===== config.mk =====
export PLATFORM = sky130hd
export DESIGN_NAME = ep0_out_seq
export DESIGN_NICKNAME = d
export VERILOG_FILES = /design/src/rtl/ep0_out_seq.sv
export SDC_FILE = /design/constraint.sdc
export NUM_CORES = 1
export LEC_CHECK = 0
export ABC_AREA = 1
export BUFFER_PORTS_ARGS = -buffer_cell sky130_fd_sc_hd__buf_2
export CAP_MARGIN = 0
export CORE_MARGIN = 2
export CORE_UTILIZATION = 49
export CTS_BUF_LIST = sky130_fd_sc_hd__clkbuf_4 sky130_fd_sc_hd__clkbuf_8
export DETAILED_ROUTE_END_ITERATION = 7
export PLACE_DENSITY = 0.85
export SETUP_SLACK_MARGIN = 0.2
export SYNTH_ARGS = -nofsm -noshare
export SYNTH_HDL_FRONTEND = slang
export SYNTH_SLANG_ARGS = --single-unit

===== constraint.sdc =====
create_clock -name clk -period 1.5 [get_ports clk]
set_input_delay 0.3 -clock clk [delete_from_list [all_inputs] [get_ports clk]]
set_output_delay 0.3 -clock clk [all_outputs]
set_load 0.01 [all_outputs]

===== src/rtl/ep0_out_seq.sv =====
module ep0_out_seq #(
  parameter int MAX_PKT = 32,
  localparam int LW = $clog2(MAX_PKT + 1)
) (
  input  logic          clk,
  input  logic          rst_n,
  input  logic          pkt_valid,
  input  logic          pkt_setup,
  input  logic [LW-1:0] pkt_len,
  input  logic          pkt_data1,
  input  logic          fw_clr_rdy,
  input  logic          fw_data_end,
  input  logic          fw_send_stall,
  input  logic          fw_clr_sent_stall,
  output logic          pkt_rdy,
  output logic [LW-1:0] rx_count,
  output logic          sent_stall,
  output logic          ep_irq,
  output logic          nak,
  output logic [1:0]    stage
);

  typedef enum logic [1:0] {ST_IDLE = 2'd0, ST_DATA = 2'd1, ST_STATUS = 2'd2, ST_HALT = 2'd3} st_t;

  st_t           st_q;
  logic          rdy_q, sent_q, stall_req_q, irq_q, nak_q;
  logic [LW-1:0] cnt_q;

  wire setup_in = pkt_valid & pkt_setup;
  wire data_in  = pkt_valid & ~pkt_setup;
  wire take     = data_in & (st_q == ST_DATA) & ~rdy_q;
  wire refuse   = data_in & (st_q == ST_DATA) & rdy_q;
  wire stat_in  = data_in & (st_q == ST_STATUS);
  wire stat_bad = stat_in & (stall_req_q | (pkt_len != '0) | ~pkt_data1);

  always_ff @(posedge clk or negedge rst_n) begin
    if (!rst_n) begin
      st_q        <= ST_IDLE;
      rdy_q       <= 1'b0;
      cnt_q       <= '0;
      sent_q      <= 1'b0;
      stall_req_q <= 1'b0;
      irq_q       <= 1'b0;
      nak_q       <= 1'b0;
    end else begin
      irq_q <= 1'b0;
      nak_q <= 1'b0;
      if (setup_in) begin
        st_q  <= ST_DATA;
        rdy_q <= 1'b0;
      end else if (fw_clr_sent_stall) begin
        sent_q      <= 1'b0;
        stall_req_q <= 1'b0;
        st_q        <= ST_IDLE;
      end else begin
        if (fw_send_stall) stall_req_q <= 1'b1;
        if (fw_clr_rdy)    rdy_q <= 1'b0;
        if (take) begin
          rdy_q <= 1'b1;
          cnt_q <= pkt_len;
          irq_q <= 1'b1;
        end
        if (refuse) nak_q <= 1'b1;
        if (st_q == ST_DATA && fw_data_end) st_q <= ST_STATUS;
        if (stat_in) begin
          if (stat_bad) begin
            sent_q <= 1'b1;
            irq_q  <= 1'b1;
            st_q   <= ST_HALT;
          end else begin
            st_q <= ST_IDLE;
          end
        end
      end
    end
  end

  assign pkt_rdy    = rdy_q;
  assign rx_count   = rdy_q ? cnt_q : '0;
  assign sent_stall = sent_q;
  assign ep_irq     = irq_q;
  assign nak        = nak_q;
  assign stage      = st_q;

  a_r2_setup_restarts: assert property (@(posedge clk) disable iff (!rst_n)
    setup_in |=> (stage == 2'd1) && !pkt_rdy);

  a_r4_take_sets_ready: assert property (@(posedge clk) disable iff (!rst_n)
    (data_in && stage == 2'd1 && !pkt_rdy && !fw_clr_sent_stall) |=> pkt_rdy && ep_irq);

  a_r5_refuse_holds_count: assert property (@(posedge clk) disable iff (!rst_n)
    (data_in && stage == 2'd1 && pkt_rdy && !fw_clr_rdy && !fw_clr_sent_stall)
      |=> nak && !ep_irq && $stable(rx_count));

  a_r9_fail_reports: assert property (@(posedge clk) disable iff (!rst_n)
    (data_in && stage == 2'd2 && pkt_len != '0 && !fw_clr_sent_stall)
      |=> sent_stall && ep_irq && stage == 2'd3);

  a_r4_irq_one_cycle: assert property (@(posedge clk) disable iff (!rst_n)
    ep_irq |=> !ep_irq);

  a_r5_pulses_exclusive: assert property (@(posedge clk) disable iff (!rst_n)
    $onehot0({ep_irq, nak}));

endmodule


# After elaboration in Yosys (flattened, before gate mapping)
# Cells that the tools add are included.
[classes]
n_eq_ne = 3
mux = 23
bitwise = 14
reduce_logical = 11
[op_table]
columns = ["cell", "n"]
rows = [
  ["$mux W1", 17],
  ["$mux W2", 5],
  ["$and A1 B1 Y1", 7],
  ["$mux W6", 1],
  ["$reduce_and A3 Y1", 2],
  ["$reduce_bool A2 Y1", 3],
  ["$reduce_bool A6 Y1", 1],
  ["$not A1 Y1", 5],
  ["$reduce_and A2 Y1", 2],
  ["$reduce_bool A4 Y1", 1],
  ["$reduce_bool A3 Y1", 1],
  ["$eq A2 B1 Y1 const B", 1],
  ["$eq A2 B2 Y1 const B", 1],
  ["$ne A2 B1 Y1 const B", 1],
  ["$or A1 B1 Y1", 2],
  ["$logic_and A1 B1 Y1", 1],
]
[totals]
ff_bits = 13
in_bits = 15
elab_cells = 58

# Longest topological paths before layout
[depth]
ltp_word = 9
ltp_mapped = 7
depth_no_buf = 6

# Worst setup path before layout
# OpenSTA, ideal clock, no wires.
[synth_timing]
kind = "register to register"
startpoint = "reg st_q[1], in the netlist stage[1]"
endpoint = "reg cnt_q[4]"
arrival_ns = 1.000
path_slack_ns = 0.383
stages_incl_launch_ff = 8
n_path_buf = 1
cell_sequence = "dfrtp_1 > inv_2 > nand2_2 > nor2_4 > nand3_4 > buf_6 > nand2_2 > o21ai_2"
[synth_via]
elab_chain_len = 4
[synth_rtl]
columns = ["element", "line_no", "rtl"]
rows = [
  ["from (decl)", "25", "st_t st_q;"],
  ["from (signal assigned)", "38", "st_q <= ST_IDLE;"],
  ["from (signal assigned)", "49", "st_q <= ST_DATA;"],
  ["from (signal assigned)", "54", "st_q <= ST_IDLE;"],
  ["$eq A2 B1 Y1", "31", "wire take = data_in & (st_q == ST_DATA) & ~rdy_q;"],
  ["$and A1 B1 Y1 (2 in series)", "31", ""],
  ["$reduce_and A3 Y1 (no line)", "n/a", ""],
  ["to (signal assigned)", "60", "cnt_q <= pkt_len;"],
  ["to (decl)", "27", "logic [LW-1:0] cnt_q;"],
]
# No other way between the ends.
# A chain may end at the register's enable or synchronous reset.

# Worst setup path after layout
[layout_timing]
startpoint = "reg rdy_q, in the netlist pkt_rdy"
endpoint = "out rx_count[4]"
[layout_via]
elab_chain_len = 1
[layout_rtl]
columns = ["element", "line_no", "rtl"]
rows = [
  ["from (decl)", "26", "logic rdy_q, sent_q, stall_req_q, irq_q, nak_q;"],
  ["from (signal assigned)", "39", "rdy_q <= 1'b0;"],
  ["from (signal assigned)", "50", "rdy_q <= 1'b0;"],
  ["from (signal assigned)", "57", "if (fw_clr_rdy) rdy_q <= 1'b0;"],
  ["$mux W6", "79", "assign rx_count = rdy_q ? cnt_q : '0;"],
  ["to (decl)", "16", "output logic [LW-1:0] rx_count,"],
]
# No other way between the ends.

==> impl_metrics.csv <==
group,metric,value,unit
sta,tightest_slew,0.2953,ns
hold_path,hold_path_end,"nak$_DFF_PN0_",
clock_network,h-tree-depth,1,
power_and_ir_drop,p_per_area,949.8,nW/µm²
sta,slew_headroom,80.32,%
logic_synthesis,syn_area_per_cell,8.177,µm²
global_route,grt_pass1_vias,539,
sta,max_clock_freq,0.7758,GHz
layout,syn_to_final_growth,31.15,%
layout,stdcell_area,900.9,µm²
placed_design,port_buffers,26,
outcome,outcome,"complete, no violations",
critical_path,crit_start,"pkt_rdy$_DFFE_PN0P_",
power_and_ir_drop,pwr-share-seq,52.2,%
flow_run,drv_cap,0,
sta,grt_setup_unrepaired,"true",
sta,fin_skew,0.002258,ns
sta,period_share,85.94,%
clock_network,cts_buffers,3,
logic_synthesis,ys_types,17,
floorplan,start_util,52.79,%
layout,fin_nets,131,
floorplan,dieArea,1717,µm²
sta,min_period,1.289,ns
sta,slew_violations,0,
hold_path,hold_path.class,"in -> reg",
critical_path,cp_max_fo,8,
global_route,grt_usage,16.54,%
critical_path,arrival,0.99,ns
critical_path,slowest_stage,"dfrtp_2",
logic_synthesis,seq_area_frac_synth,47.36,%
layout,layout_commonest_cell,"buf_2",
sta,setup_tns,0,ns
power_and_ir_drop,vdd.ir_drop.worst,0.5089,mV
logic_synthesis,synth-seq-cells,13,
critical_path,worst_r2r_endpoint,"cnt_q[3]$_DFFE_PN0P_",
global_route,antenna_found_initial,0,
layout,layout-drive-gt1-share,46.96,%
critical_path,critPathTopFamily,"flip-flops",
logic_synthesis,synth_edf_count,0,
sta,setup_violations,0,
placed_design,placed_area,819.5,µm²
critical_path,reg2reg_slack,0.27,ns
critical_path,path_cells,"nand2_2 -> inv_1 -> buf_2",
clock_network,clk_pin_slew,0.08,ns
logic_synthesis,synth_top_cell_by_area,"dfrtp_1",
sta,hold_ws,0.2552,ns
route,drc,0,
logic_synthesis,synth_ff_type,"dfrtp_1",
layout,stdcell_count,130,
floorplan,io_pins,27,
power_and_ir_drop,switchingPower,0.2483,mW
clock_network,cts.sinks,13,
floorplan,die_x,41.44,µm
route,wl,1.405,mm
power_and_ir_drop,power.static_leakage,0.5394,nW
placed_design,place_congestion,0.8313,
global_route,grt_max_degree,15,
global_route,grt_overflow,0,
logic_synthesis,yosysWarnings,0,
route,dr_total_vias,628,
hold_path,min_path_cells,2,
critical_path,required,1.20,ns
power_and_ir_drop,clockPowerShare,26.7,%
power_and_ir_drop,comb_power_share,21.1,%
clock_network,cts_tree,"done",
critical_path,reg2reg_from,"pkt_rdy$_DFFE_PN0P_",
route,routed_via_density,4.831,
floorplan,rows,13,
logic_synthesis,syn_area,686.9,µm²
floorplan,coreArea,1301,µm²
placed_design,placedCellCount,123,
sta,finalHoldViolations,0,
clock_network,cts.path.max_buffers,2,
critical_path,critPathBufInv,2,
critical_path,critPathKind,"reg -> out",
logic_synthesis,synthCells,84,
critical_path,crit_path_start_kind,"register",
floorplan,chipHeight,41.44,µm
route,wl_per_cell,10.81,µm
hold_path,min_from,"fw_clr_sent_stall",
layout,n_antenna_cell,0,
power_and_ir_drop,netSwitchingFraction,29.02,%
critical_path,end_kind,"output pin",
logic_synthesis,synth.area.top_cells,"dfrtp_1 47%, nand2_1 11%, inv_1 11%",
route,drtAntennaViolNets,0,
critical_path,critPathMaxStageDelay,0.48,ns
logic_synthesis,syn_nets,99,
critical_path,ff2ff_path_depth,4,
clock_network,insertion_delay,0.27,ns
logic_synthesis,synth_top_area_share,47.36,%
global_route,grt_pass1_wl,2.208,mm
layout,final_cell_mix,"24 x buf_2, 18 x inv_1, 17 x nand2_1",
route,firstDrtPassIters,4,
route,drt_iter0_drc,16,
placed_design,dp.final_hpwl,991.8,µm
power_and_ir_drop,p_int,0.6073,mW
clock_network,cts-root-buf,"clkbuf_4",
logic_synthesis,ys_async_sr_fraction,100.0,%
synthesized netlist by cell type (2+ instances only):
cell type,count
o211ai_1,2
nor2_1,3
nand3_1,2
nand2_1,21
o21ai_2,6
a21oi_1,3
nand2_2,6
dfrtp_1,13
inv_1,20
worst max path at each step:
| stage | to | slack, ns | depth (start not counted) |
|---|---|---|---|
| after global placement | cnt_q[1]$_DFFE_PN0P_ | 0.39 | 7 |
| after global routing | rx_count[0] | 0.16 | 3 |
| after floorplan | cnt_q[4]$_DFFE_PN0P_ | 0.38 | 7 |
| final | rx_count[4] | 0.21 | 3 |
| after CTS | rx_count[4] | 0.21 | 3 |
| after detailed placement | cnt_q[0]$_DFFE_PN0P_ | 0.36 | 7 |
state kept, by name (all words and copies together) (netlist names):
register,flops
stage,2
sent_stall,1
ep_irq,1
nak,1
cnt_q,6
pkt_rdy,1
stall_req_q,1
power by group through the flow:
stage	sequential, mW	combinational [mW]	clock (mW)
floorplan	0.440	0.114	0
global placement	0.445	0.159	0
detailed placement	0.446	0.165	0
CTS	0.439	0.171	0.232
global route	0.455	0.205	0.250
finish	0.447	0.180	0.228
per-stage QoR:
stage | total power, mW | utilization, % | setup slack, ns
floorplan | 0.5535 | - | 0.3828
global placement | 0.6036 | 62.98 | 0.3869
detailed placement | 0.6108 | 62.98 | 0.3556
CTS | 0.8417 | 66.73 | 0.2103
global route | 0.9101 | 69.23 | 0.1593
finish | 0.8556 | 69.23 | 0.2110
final cells by class:
type	instances	area [µm²]
fill	103	400.4
sequential	13	326.6
multi-input combinational	49	286.5
timing repair buffer	28	160.2
inverter	21	78.83
clock buffer	4	30.03
tap	15	18.77
metal layers:
metal / GRT usage (%) / wire [µm] / up-vias
met5: 0 / 0 / -
met4: 5.806 / 12 / 0
met3: 4.348 / 92 / 2
met2: 28.13 / 720 / 22
met1: 20.11 / 579 / 288
li1: - / - / 316
cell families (layout without fill, tap and decap cells):
kind of cell	after synthesis	count (layout)	share of synthesized area [%]
compound gates	13	13	13.66
buf+inv	23	53	13.84
flops	13	13	47.36
simple gates	35	36	25.14
repair_timing:
| action | in CTS | in global routing |
|---|---|---|
| gates resized for setup | 1 | 8 |
| hold buffers | 1 | 0 |
| hold endpoints to repair | 13 | 0 |
| setup buffers | 1 | 0 |
| endpoints found under the setup margin | 6 | 6 |
| pin swaps | 0 | 3 |
| cloned | 0 | 1 |
Power figures use the tool's default switching activity.
